==> src/rtl/gpx_pkg.sv <==
package gpx_pkg;
  localparam int DW   = 8;
  localparam int AW   = 8;
  localparam int NCFG = 7;

  localparam int C_DIR = 0;
  localparam int C_OUT = 1;
  localparam int C_TRI = 2;
  localparam int C_EXP = 3;
  localparam int C_PEN = 4;
  localparam int C_PUP = 5;
  localparam int C_MSK = 6;

  localparam logic [AW-1:0] A_ID  = 8'h01;
  localparam logic [AW-1:0] A_LVL = 8'h0F;
  localparam logic [AW-1:0] A_STS = 8'h13;

  localparam logic [2:0] VENDOR_CODE = 3'b101;

  function automatic logic [AW-1:0] cfg_addr(input int i);
    case (i)
      C_DIR:   return 8'h03;
      C_OUT:   return 8'h05;
      C_TRI:   return 8'h07;
      C_EXP:   return 8'h09;
      C_PEN:   return 8'h0B;
      C_PUP:   return 8'h0D;
      default: return 8'h11;
    endcase
  endfunction

  function automatic logic [DW-1:0] cfg_rst(input int i);
    return (i == C_DIR || i == C_OUT) ? '0 : '1;
  endfunction

  function automatic logic is_mapped(input logic [AW-1:0] a);
    logic hit;
    hit = (a == A_ID) || (a == A_LVL) || (a == A_STS);
    for (int i = 0; i < NCFG; i++) if (a == cfg_addr(i)) hit = 1'b1;
    return hit;
  endfunction
endpackage

==> src/rtl/gpx_sync.sv <==
module gpx_sync #(
  parameter int W      = 8,
  parameter int STAGES = 2
) (
  input  logic         clk_i,
  input  logic         rst_ni,
  input  logic [W-1:0] d_i,
  output logic [W-1:0] q_o
);
  logic [W-1:0] stg_q [STAGES];

  always_ff @(posedge clk_i or negedge rst_ni) begin
    if (!rst_ni) begin
      for (int s = 0; s < STAGES; s++) stg_q[s] <= '0;
    end else begin
      stg_q[0] <= d_i;
      for (int s = 1; s < STAGES; s++) stg_q[s] <= stg_q[s-1];
    end
  end

  assign q_o = stg_q[STAGES-1];
endmodule

==> src/rtl/gpx_regfile.sv <==
module gpx_regfile
  import gpx_pkg::*;
#(
  parameter logic [2:0] REV_ID = 3'd1
) (
  input  logic                     clk_i,
  input  logic                     rst_ni,
  input  logic [AW-1:0]            addr_i,
  input  logic [DW-1:0]            wdata_i,
  input  logic                     we_i,
  input  logic                     re_i,
  input  logic [DW-1:0]            lvl_i,
  input  logic [DW-1:0]            sts_i,
  output logic [NCFG-1:0][DW-1:0]  cfg_o,
  output logic                     soft_rst_o,
  output logic                     sts_clr_o,
  output logic [DW-1:0]            rdata_o
);
  logic [DW-1:0] cfg_q [NCFG];
  logic          rst_flag_q;
  logic [DW-1:0] rd_val;
  logic [DW-1:0] rdata_q;
  logic          id_hit;

  assign id_hit     = (addr_i == A_ID);
  assign soft_rst_o = we_i && id_hit && wdata_i[0];
  assign sts_clr_o  = re_i && (addr_i == A_STS);

  for (genvar g = 0; g < NCFG; g++) begin : g_cfg
    always_ff @(posedge clk_i or negedge rst_ni) begin
      if (!rst_ni)                               cfg_q[g] <= cfg_rst(g);
      else if (soft_rst_o)                       cfg_q[g] <= cfg_rst(g);
      else if (we_i && addr_i == cfg_addr(g))    cfg_q[g] <= wdata_i;
    end
    assign cfg_o[g] = cfg_q[g];
  end

  always_ff @(posedge clk_i or negedge rst_ni) begin
    if (!rst_ni)               rst_flag_q <= 1'b1;
    else if (soft_rst_o)       rst_flag_q <= 1'b1;
    else if (re_i && id_hit)   rst_flag_q <= 1'b0;
  end

  always_comb begin
    rd_val = '0;
    if (id_hit)               rd_val = {VENDOR_CODE, REV_ID, rst_flag_q, 1'b0};
    else if (addr_i == A_LVL) rd_val = lvl_i;
    else if (addr_i == A_STS) rd_val = sts_i;
    else begin
      for (int i = 0; i < NCFG; i++)
        if (addr_i == cfg_addr(i)) rd_val = cfg_q[i];
    end
  end

  always_ff @(posedge clk_i or negedge rst_ni) begin
    if (!rst_ni)   rdata_q <= '0;
    else if (re_i) rdata_q <= rd_val;
  end

  assign rdata_o = rdata_q;

  assert_unmapped_zero_R3: assert property (@(posedge clk_i) disable iff (!rst_ni)
    (re_i && !is_mapped(addr_i)) |=> (rdata_o == '0));

  assert_id_layout_R2: assert property (@(posedge clk_i) disable iff (!rst_ni)
    (re_i && id_hit && !we_i) |=> (rdata_o[7:5] == VENDOR_CODE && rdata_o[0] == 1'b0 && !rst_flag_q));

  assert_soft_reset_R11: assert property (@(posedge clk_i) disable iff (!rst_ni)
    soft_rst_o |=> (rst_flag_q && cfg_q[C_DIR] == '0 && cfg_q[C_MSK] == '1));
endmodule

==> src/rtl/gpx_pads.sv <==
module gpx_pads #(
  parameter int W = 8
) (
  input  logic [W-1:0] dir_i,
  input  logic [W-1:0] out_i,
  input  logic [W-1:0] tri_i,
  input  logic [W-1:0] pen_i,
  input  logic [W-1:0] pup_i,
  output logic [W-1:0] pad_oe_o,
  output logic [W-1:0] pad_out_o,
  output logic [W-1:0] pull_en_o,
  output logic [W-1:0] pull_up_o
);
  for (genvar p = 0; p < W; p++) begin : g_pin
    logic drive;
    assign drive        = dir_i[p] & ~tri_i[p];
    assign pad_oe_o[p]  = drive;
    assign pad_out_o[p] = out_i[p] & drive;
    assign pull_en_o[p] = pen_i[p] & ~dir_i[p];
    assign pull_up_o[p] = pup_i[p];
  end
endmodule

==> src/rtl/gpx_irq.sv <==
module gpx_irq #(
  parameter int W = 8
) (
  input  logic         clk_i,
  input  logic         rst_ni,
  input  logic [W-1:0] lvl_i,
  input  logic [W-1:0] exp_i,
  input  logic [W-1:0] mask_i,
  input  logic         clr_i,
  input  logic         soft_rst_i,
  output logic [W-1:0] sts_o,
  output logic         irq_no
);
  logic [W-1:0] sts_q;
  logic [W-1:0] hit;

  assign hit = (lvl_i ^ exp_i) & ~mask_i;

  always_ff @(posedge clk_i or negedge rst_ni) begin
    if (!rst_ni)                  sts_q <= '0;
    else if (soft_rst_i || clr_i) sts_q <= '0;
    else                          sts_q <= sts_q | hit;
  end

  assign sts_o  = sts_q;
  assign irq_no = ~|sts_q;

  assert_read_clears_R9: assert property (@(posedge clk_i) disable iff (!rst_ni)
    clr_i |=> (sts_q == '0));

  assert_masked_never_sets_R8: assert property (@(posedge clk_i) disable iff (!rst_ni)
    1'b1 |=> ((sts_q & ~$past(sts_q) & ~($past(lvl_i ^ exp_i) & ~$past(mask_i))) == '0));
endmodule

==> src/rtl/gpio_expander_core.sv <==
module gpio_expander_core
  import gpx_pkg::*;
#(
  parameter logic [2:0] REV_ID      = 3'd1,
  parameter int         SYNC_STAGES = 2
) (
  input  logic          clk_i,
  input  logic          rst_ni,
  input  logic [7:0]    addr_i,
  input  logic [7:0]    wdata_i,
  input  logic          we_i,
  input  logic          re_i,
  output logic [7:0]    rdata_o,
  input  logic [7:0]    pad_in_i,
  output logic [7:0]    pad_oe_o,
  output logic [7:0]    pad_out_o,
  output logic [7:0]    pull_en_o,
  output logic [7:0]    pull_up_o,
  output logic          irq_no
);
  logic [NCFG-1:0][DW-1:0] cfg;
  logic [DW-1:0]           lvl;
  logic [DW-1:0]           sts;
  logic                    soft_rst;
  logic                    sts_clr;

  gpx_sync #(.W(DW), .STAGES(SYNC_STAGES)) u_sync (
    .clk_i (clk_i),
    .rst_ni(rst_ni),
    .d_i   (pad_in_i),
    .q_o   (lvl)
  );

  gpx_regfile #(.REV_ID(REV_ID)) u_regs (
    .clk_i     (clk_i),
    .rst_ni    (rst_ni),
    .addr_i    (addr_i),
    .wdata_i   (wdata_i),
    .we_i      (we_i),
    .re_i      (re_i),
    .lvl_i     (lvl),
    .sts_i     (sts),
    .cfg_o     (cfg),
    .soft_rst_o(soft_rst),
    .sts_clr_o (sts_clr),
    .rdata_o   (rdata_o)
  );

  gpx_pads #(.W(DW)) u_pads (
    .dir_i    (cfg[C_DIR]),
    .out_i    (cfg[C_OUT]),
    .tri_i    (cfg[C_TRI]),
    .pen_i    (cfg[C_PEN]),
    .pup_i    (cfg[C_PUP]),
    .pad_oe_o (pad_oe_o),
    .pad_out_o(pad_out_o),
    .pull_en_o(pull_en_o),
    .pull_up_o(pull_up_o)
  );

  gpx_irq #(.W(DW)) u_irq (
    .clk_i     (clk_i),
    .rst_ni    (rst_ni),
    .lvl_i     (lvl),
    .exp_i     (cfg[C_EXP]),
    .mask_i    (cfg[C_MSK]),
    .clr_i     (sts_clr),
    .soft_rst_i(soft_rst),
    .sts_o     (sts),
    .irq_no    (irq_no)
  );

  assert_pull_inputs_only_R6: assert property (@(posedge clk_i) disable iff (!rst_ni)
    (pull_en_o & cfg[C_DIR]) == '0);

  assert_float_blocks_drive_R5: assert property (@(posedge clk_i) disable iff (!rst_ni)
    (pad_oe_o & cfg[C_TRI]) == '0);

  assert_irq_tracks_status_R10: assert property (@(posedge clk_i) disable iff (!rst_ni)
    (sts_clr && !soft_rst) |=> irq_no);
endmodule

==> config.mk <==
export PLATFORM = sky130hd
export DESIGN_NAME = gpio_expander_core
export DESIGN_NICKNAME = d
export VERILOG_FILES = /design/src/rtl/gpx_pkg.sv /design/src/rtl/gpx_sync.sv /design/src/rtl/gpx_regfile.sv /design/src/rtl/gpx_pads.sv /design/src/rtl/gpx_irq.sv /design/src/rtl/gpio_expander_core.sv
export SDC_FILE = /design/constraint.sdc
export NUM_CORES = 1
export LEC_CHECK = 0
export ABC_AREA = 1
export BUFFER_PORTS_ARGS = -buffer_cell sky130_fd_sc_hd__buf_2
export CAP_MARGIN = 20
export CORE_MARGIN = 3
export CORE_UTILIZATION = 57
export DETAILED_ROUTE_END_ITERATION = 6
export GPL_TIMING_DRIVEN = 0
export PLACE_DENSITY = 0.81
export SLEW_MARGIN = 25
export SYNTH_ARGS = -nofsm -noshare
export SYNTH_HDL_FRONTEND = slang
export SYNTH_SLANG_ARGS = --single-unit
==> constraint.sdc <==
create_clock -name clk_i -period 1.29 [get_ports clk_i]
set_input_delay 0.129 -clock clk_i [delete_from_list [all_inputs] [get_ports clk_i]]
set_output_delay 0.129 -clock clk_i [all_outputs]
set_load 0.1 [all_outputs]
==> qor.yml, run 1 <==
route:
  via_count: 5138
  drtIter0Drc: 743
  ant_nets: 0
  routedWlPerCell_um: 23.2
  drc: 0
  wirelength_um: 18100
  drt_pass1_iterations: 6
  routed_via_density: 6.58
global_route:
  antenna_found_initial: 0
  grt_pass1_vias: 4642
  grt_first_pass_wirelength_um: 22600
  globalRouteOverflowTotal: 0
  globalRouteTotalUtil_pct: 33.5
  grt_max_degree: 46
worst_setup_path:
  r2r-end: "u_regs.rdata_o[1]$_DFFE_PN0P_"
  worstSetupStartpointType: "input port"
  worst_r2r_path_depth: 9
  critPathCaptureType: "flip-flop"
  cpPeakStageDelay_ps: 330
  arrival_ps: 1980
  r2r_slack_ps: -290
  crit_type: "in -> reg"
  path_cells: "buf_2 > inv_1 > nand2_1 > nor2_4 > nand2_2 > inv_1 > nand2_1 > nand4_1 > nor2_2 > nand3_1 > nand2_1 > nand2_1"
  crit_buf_inv: 3
  worst_path_most_repeated_cell: "nand2_1"
  rr_startpoint: "u_regs.cfg_o[9]$_DFFE_PN0P_"
  worstPathMaxFanout: 7
  cp_top_family: "simple AND/OR/NAND/NOR gates"
  slowest_stage: "nand4_1"
  crit_required_ps: 1560
placed_design:
  portBuffers: 67
  dp_hpwl_um: 8800
  postPlaceCellArea_mm2: 0.00511
  place_congestion: 0.928
timing:
  maxSlewHeadroom_pct: 60.2
  fin_skew_ps: 8.45
  final-hold-violation-count: 0
  fin_crit_ps: 1710
  worstMarginPinSlew_ps: 598
  period_share_pct: 133
  rsz0062_at_grt: "yes"
  finalSetupViolations: 49
  worst_slack_ps: -423
  drv_slew: 0
  whs_ps: 48.3
  fmax_mhz: 584
synthesis:
  yosys_warnings: 0
  synth_ff_type: "dfrtp_1"
  yosys_register_bits: 89
  ys_seq_area_share_pct: 51.0
  synth.distinct_cells: 31
  async_reset_ff_share_pct: 100
  syn_area_mm2: 0.00447
  synth-edff-count: 0
  syn-num-nets: 572
  postSynthAreaPerCell_um2: 8.21
  synthCells: 544
power_and_ir_drop:
  p_sw_share_pct: 40.0
  p_leak_uw: 0.00317
  pwr-share-clk_pct: 25.0
  p_comb_share_pct: 37.8
  power.switching_uw: 3610
  power.density_mw_per_mm2: 1360
  seqPwrFrac_pct: 37.1
  peakVddDrop_uv: 1300
  p_int_uw: 5420
  finalPower_uw: 9040
floorplanning:
  initial_core_util_pct: 60.3
  die_w_um: 94.5
  core_area_mm2: 0.00741
  dieArea_mm2: 0.00893
  io_pins: 69
  fp-row-count: 31
  die_h_um: 94.5
clock_tree:
  cts_root_buf: "clkbuf_8"
  htree_levels: 3
  clockBufferDepth: 2
  cts.sinks: 89
  clock_latency_ps: 370
  clk_pin_slew_ps: 100
  cts_inserted_buffers: 9
  cts_tree: "built"
flow_run:
  max_cap_violations: 0
hold_path:
  whs_endpoint: "u_regs.cfg_o[11]$_DFFE_PN0P_"
  hold_depth: 3
  hp-class: "in -> reg"
  hp-start: "wdata_i[3]"
layout:
  fin_nets: 705
  drive_gt1_share_pct: 46.6
  diodes: 0
  area_delta_synth_final_pct: 49.2
  nFillCells: 291
  finish.instance_area_mm2: 0.00666
run_status:
  failed_checks: "setup timing"
  outcome: "finished with violations"
[worst reg2reg max path: stages, from the launching register on]
cell and delay (ps):
dfrtp_1 430, buf_6 130, nand3_2 60, nand2_1 50, inv_1 50, nand4_1 280
nor2_2 220, nand3_1 110, nand2_1 90, nand2_1 60
[final cells by class]
| type | instances | area [um^2] | area share, % |
|---|---|---|---|
| flip-flops and latches | 89 | 2280 | 34.2 |
| multi-input cells | 349 | 2180 | 32.7 |
| repair buffers | 137 | 1490 | 22.4 |
| clock buffers | 10 | 128 | 1.92 |
| inverters | 86 | 333 | 4.99 |
| clock inverters | 6 | 92.6 | 1.39 |
| plain buffers | 5 | 40.0 | 0.601 |
| well taps | 99 | 124 | 1.86 |
[cell usage after synthesis, types with 2 or more instances]
cell | n | area share (%)
nand2_1 | 98 | 8.2
o21ai_0 | 10 | 1.1
nand3_4 | 2 | 0.78
inv_2 | 5 | 0.42
nand3_1 | 29 | 3.3
o21ai_4 | 3 | 1.1
nor3_1 | 12 | 1.3
a21oi_1 | 40 | 4.5
buf_2 | 4 | 0.45
dfstp_2 | 41 | 24
a22oi_1 | 14 | 2.4
o2111ai_1 | 3 | 0.59
nor2_1 | 93 | 7.8
nor2_2 | 4 | 0.56
dfrtp_1 | 48 | 27
inv_1 | 80 | 6.7
o22ai_1 | 16 | 2.2
buf_4 | 16 | 2.7
nand4_1 | 12 | 1.7
nor2_4 | 3 | 0.76
[kinds of logic (layout without fill, tap and decap cells)]
kind of cell | after synthesis | after routing | synth area share (%)
compound gates | 89 | 90 | 12.3
buf+inv | 107 | 244 | 10.6
flops | 89 | 89 | 51.0
simple gates | 259 | 259 | 26.0
[registers in the layout (all words and copies together) (netlist names)]
register           count
u_regs.rdata_o         8
u_sync.stg_q           8
u_regs.cfg_o          56
u_irq.sts_o            8
u_regs.rst_flag_q      1
u_sync.q_o             8
[through the flow]
stage                     worst slack (ps)  std cells  util (%)  setup TNS [ps]
after floorplan                       -167        544         -            -886
final                                 -423        781      90.0           -3650
after global placement                -602        710      68.7          -66630
after detailed placement              -619        711      69.0          -33900
after global routing                  -490        781      90.0           -6380
after CTS                             -231        758      83.3           -1450
[layer usage]
metal / routed length, um / global-route usage [%] / vias to the layer above
met1: 5880 / 40.9 / 2399
met4: 1360 / 17.9 / 0
met2: 8560 / 57.8 / 560
li1: - / - / 2013
met5: 0 / 0 / -
met3: 2350 / 4.38 / 166
[cells in the final DEF, fill, tap and decap left out, types with 3 or more instances in the layout]
cell | synthesis | final
o2111ai_1 | 3 | 3
dfrtp_1 | 48 | 48
o22ai_1 | 16 | 15
nor3_2 | 0 | 3
nand3_2 | 1 | 14
o21ai_4 | 3 | 4
dlygate4sd3_1 | 0 | 9
buf_2 | 4 | 23
nor2_1 | 93 | 66
clkbuf_8 | 0 | 9
clkinvlp_4 | 0 | 4
nand2_2 | 1 | 8
o21ai_0 | 10 | 10
inv_1 | 80 | 48
a21oi_2 | 0 | 4
nor2_2 | 4 | 10
nand3_1 | 29 | 16
dfstp_2 | 41 | 41
buf_12 | 0 | 35
nand4_1 | 12 | 12
nor2_4 | 3 | 24
buf_4 | 16 | 53
clkbuf_4 | 0 | 6
a21oi_1 | 40 | 36
nor3_4 | 1 | 10
inv_2 | 5 | 35
a22oi_1 | 14 | 10
nand2_1 | 98 | 89
a22oi_2 | 0 | 4
buf_6 | 1 | 15
[how the worst max path moves through the flow]
stage	from	endpoint	slack (ps)	cells after the start
after floorplan	u_irq.sts_o[2]$_DFF_PN0_	irq_no	-170	3
after global placement	rst_ni	u_regs.rdata_o[4]$_DFFE_PN0P_	-600	1
after detailed placement	addr_i[5]	u_regs.cfg_o[41]$_DFFE_PN1P_	-620	7
after CTS	u_irq.sts_o[4]$_DFF_PN0_	irq_no	-230	4
after global routing	addr_i[2]	u_regs.rdata_o[1]$_DFFE_PN0P_	-490	12
final	addr_i[2]	u_regs.rdata_o[1]$_DFFE_PN0P_	-420	12
[power groups by stage]
| stage | combinational (uW) | sequential [uW] | clock [uW] |
|---|---|---|---|
| 2_1_floorplan | 1900 | 3380 | 0 |
| 3_3_place_gp | 2320 | 3350 | 0 |
| 3_5_place_dp | 2360 | 3360 | 0 |
| 4_1_cts | 3130 | 3300 | 2160 |
| 6_report | 3420 | 3360 | 2260 |
| 5_1_grt | 3510 | 3380 | 2330 |
[repair_timing]
action                     4_1_cts  5_1_grt
pin swaps                       28       55
gates cloned                     0        1
hold endpoints to repair        35        0
gates resized for setup        181       86
setup buffers                   38       23
setup endpoints to repair      101       87
hold buffers                     9        0
No activity file was read; power rests on OpenSTA's default activity.
==> run 2, diff against run 1 <==
ABC_AREA = not set   (was 1)
==> run 2 against run 1 <==
Effect of this change: the flow finishes with violations (DRC, setup timing); largest cell class is now multi-input combinational cells; critical path depth down 9; clock skew about the same; maximum frequency down 6.0%; first-iteration DRC count up 7.7%; wire length up 6.5%; largest power group is now sequential cells; combinational power down 40%; critical endpoint is now irq_no; design area up 5.8%; clock-buffer cell count down 1; sequential power down 3%; final cell count down 8.7%; sequential share of layout area down 1.8 points; global-route usage up 0.97 points.
==> qor.yml, run 2 <==
run_status:
  outcome: "finished with violations"  # unchanged
  failed_checks: "DRC, setup timing"  # was setup timing
placed_design:
  postPlaceCellArea_mm2: 0.00534  # was 0.00511 mm^2
  dp.cells: 628  # was 711
  portBuffers: 66  # was 67
  place_congestion: 0.979  # was 0.928
  dp_hpwl_um: 8950  # was 8800 um
hold_path:
  hold_depth: 3  # unchanged
  hp-class: "in -> reg"  # unchanged
worst_setup_path:
  r2r_slack_ps: -280  # was -290 ps
  critPathCaptureType: "primary output"  # was flip-flop
  arrival_ps: 1690  # was 1980 ps
  worstPathMaxFanout: 3  # was 7
  crit_required_ps: 1160  # was 1560 ps
  crit_type: "reg -> out"  # was in -> reg
  worst_r2r_path_depth: 4  # was 9
  worstSetupStartpointType: "flip-flop"  # was input port
layout:
  largest_reg_flops: 56  # unchanged
  layout_common_cells: "buf_4 (58), nand2_1 (54), mux2i_1 (54)"  # was nand2_1 (89), nor2_1 (66), buf_4 (53)
  drive_gt1_share_pct: 48.9  # was 46.6%
  diodes: 0  # unchanged
  nFillCells: 278  # was 291
  area_delta_synth_final_pct: 50.6  # was 49.2%
  finalNonFillerCells: 713  # was 781
  fin_nets: 634  # was 705
  finish.instance_area_mm2: 0.00705  # was 0.00666 mm^2
  final_common_cell: "buf_4"  # was nand2_1
floorplanning:
  core_area_mm2: 0.00785  # was 0.00741 mm^2
  io_pins: 69  # unchanged
  dieArea_mm2: 0.00934  # was 0.00893 mm^2
  die_w_um: 96.6  # was 94.5 um
  initial_core_util_pct: 59.7  # was 60.3%
  die_h_um: 96.6  # was 94.5 um
  fp-row-count: 32  # was 31
power_and_ir_drop:
  pwr-share-clk_pct: 26.5  # was 25.0%
  p_sw_share_pct: 36.4  # was 40.0%
  p_leak_uw: 0.00313  # was 0.00317 uW
  p_int_uw: 4590  # was 5420 uW
  power.switching_uw: 2630  # was 3610 uW
  peakVddDrop_uv: 985  # was 1300 uV
  p_comb_share_pct: 28.2  # was 37.8%
  seqPwrFrac_pct: 45.3  # was 37.1%
  power.density_mw_per_mm2: 1020  # was 1360 mW/mm^2
clock_tree:
  clockBufferDepth: 2  # unchanged
  htree_levels: 3  # unchanged
  cts_tree: "built"  # unchanged
  clk_pin_slew_ps: 110  # was 100 ps
  cts_inserted_buffers: 9  # unchanged
  cts_root_buf: "clkbuf_8"  # unchanged
  cts.sinks: 89  # unchanged
  clock_latency_ps: 380  # was 370 ps
route:
  drc: 5  # was 0
  ant_nets: 0  # unchanged
  routed_via_density: 6.91  # was 6.58
  via_count: 4927  # was 5138
  routedWlPerCell_um: 27.1  # was 23.2 um
  drtIter0Drc: 800  # was 743
  wirelength_um: 19300  # was 18100 um
  drt_pass1_iterations: 7  # was 6
flow_run:
  max_cap_violations: 0  # unchanged
timing:
  drv_slew: 0  # unchanged
  period_share_pct: 141  # was 133%
  worst_slack_ps: -533  # was -423 ps
  finalSetupViolations: 46  # was 49
  fin_crit_ps: 1820  # was 1710 ps
  fin_skew_ps: 8.43  # was 8.45 ps
  worstMarginPinSlew_ps: 661  # was 598 ps
  fmax_mhz: 549  # was 584 MHz
  rsz0062_at_grt: "yes"  # unchanged
  final-hold-violation-count: 0  # unchanged
  fin_tns_setup_ps: -6340  # was -3650 ps
  maxSlewHeadroom_pct: 56.0  # was 60.2%
synthesis:
  syn_area_mm2: 0.00468  # was 0.00447 mm^2
  ys_seq_area_share_pct: 48.7  # was 51.0%
  synth_compound_area_share_pct: 13.6  # was 12.3%
  synth-edff-count: 0  # unchanged
  syn-num-nets: 487  # was 572
  synth_area_leaders: "dfrtp_1 (26%), dfstp_2 (23%), mux2i_1 (13%), nand2_1 (4.4%), nor2_1 (3.3%)"  # was dfrtp_1 (27%), dfstp_2 (24%), nand2_1 (8.2%), nor2_1 (7.8%), inv_1 (6.7%)
  yosys_warnings: 0  # unchanged
  synth_mux_area_share_pct: 12.8  # was 0%
  synth_top_cell_by_area: "dfrtp_1"  # unchanged
  postSynthAreaPerCell_um2: 10.2  # was 8.21 um^2
  synth.top_cell.area_share_pct: 25.7  # was 26.9%
  yosysMostFrequentCell: "mux2i_1"  # was nand2_1
  synth_xor_xnor_area_share_pct: 1.68  # was 0%
  synth.distinct_cells: 51  # was 31
  synthSimpleGateAreaFrac_pct: 18.0  # was 26.0%
  synthCells: 459  # was 544
  synth_fa_ha_area_share_pct: 0  # unchanged
  yosys_register_bits: 89  # unchanged
  synth_top_family_by_area: "simple AND/OR/NAND/NOR gates"  # unchanged
  async_reset_ff_share_pct: 100  # unchanged
  synth_common_cells: "mux2i_1 (60), nand2_1 (55), dfrtp_1 (48)"  # was nand2_1 (98), nor2_1 (93), inv_1 (80)
  synth_ff_type: "dfrtp_1"  # unchanged
global_route:
  antenna_found_initial: 0  # unchanged
  globalRouteOverflowTotal: 0  # unchanged
  grt_first_pass_wirelength_um: 25300  # was 22600 um
  globalRouteTotalUtil_pct: 34.5  # was 33.5%
  grt_max_degree: 66  # was 46
  grt_pass1_vias: 4715  # was 4642
## run 2: changes by cell type after synthesis, sizes merged, moves of 10 or more
cell / change
nand2: -45
a21oi: -27
a22oi: -10
o21ai: +18
nor2: -55
nand3: -21
nor3: -11
nor2b: +18
inv: -80
clkbuf: +13
mux2i: +60
## run 2: critical path, cell delays in order (launching register included)
cell     delay (ps)
dfrtp_1         440
or4_4           550
nor2_4          150
buf_12          180
## run 2: area by class of cell
type,instances,area [um^2],area share [%]
Clock buffer,9,124,1.76
Inverter,5,25.0,0.355
Timing Repair Buffer,146,1640,23.3
Clock inverter,7,61.3,0.869
Multi-Input combinational cell,325,2520,35.8
Sequential cell,89,2280,32.4
Tap cell,102,128,1.81
Buffer,30,267,3.78
## run 2: kinds of logic after synthesis
family,after synthesis
XOR/XNOR,9
AO/OA/AOI/OAI,98
multiplexers,60
flip-flops,89
AND/OR/NAND/NOR,158
buffers and inverters,45
## run 2: metrics by stage
stage               utilization, %  worst slack [ps]  hold slack (ps)  power [uW]
finish                        89.9              -533             70.1        7220
detailed placement            68.0              -756             1.25        4640
CTS                           84.1              -496             72.0        6860
global route                  89.9              -554             71.8        7400
global placement              67.6              -711              236        4590
floorplan                        -              -303             -167        4280
## run 2: worst paths after layout
check / to / from
min reg2reg: u_sync.q_o[2]$_DFF_PN0_ / u_sync.stg_q[10]$_DFF_PN0_
min in group asynchronous: u_regs.cfg_o[8]$_DFFE_PN0P_ / rst_ni
max in group asynchronous: u_regs.cfg_o[41]$_DFFE_PN1P_ / rst_ni
max: irq_no / u_irq.sts_o[1]$_DFF_PN0_
max reg2reg: u_regs.rdata_o[2]$_DFFE_PN0P_ / u_regs.cfg_o[10]$_DFFE_PN0P_
min: u_regs.cfg_o[0]$_DFFE_PN0P_ / we_i
## run 2: repair_timing
action | in CTS | in global routing
hold buffers | 9 | 0
setup endpoints to repair | 110 | 92
gates resized for setup | 189 | 76
setup buffers | 50 | 18
pin swaps | 18 | 32
cloned | 1 | 1
endpoints found under the hold margin | 64 | 0
## run 2: power groups by stage
stage | clock network (uW) | registers (uW) | logic [uW]
final | 1910 | 3270 | 2040
after global placement | 0 | 3270 | 1320
after floorplan | 0 | 3300 | 978
after global routing | 2020 | 3280 | 2100
after CTS | 1860 | 3220 | 1780
after detailed placement | 0 | 3280 | 1360
## run 2: metal layers
metal / part of all wire (%) / vias up / track usage, %
met1: 32 / 2289 / 42.3
met5: 0 / - / 0
met2: 45 / 533 / 55.6
met3: 13 / 200 / 7.79
met4: 9.7 / 0 / 20.4
li1: - / 1905 / -
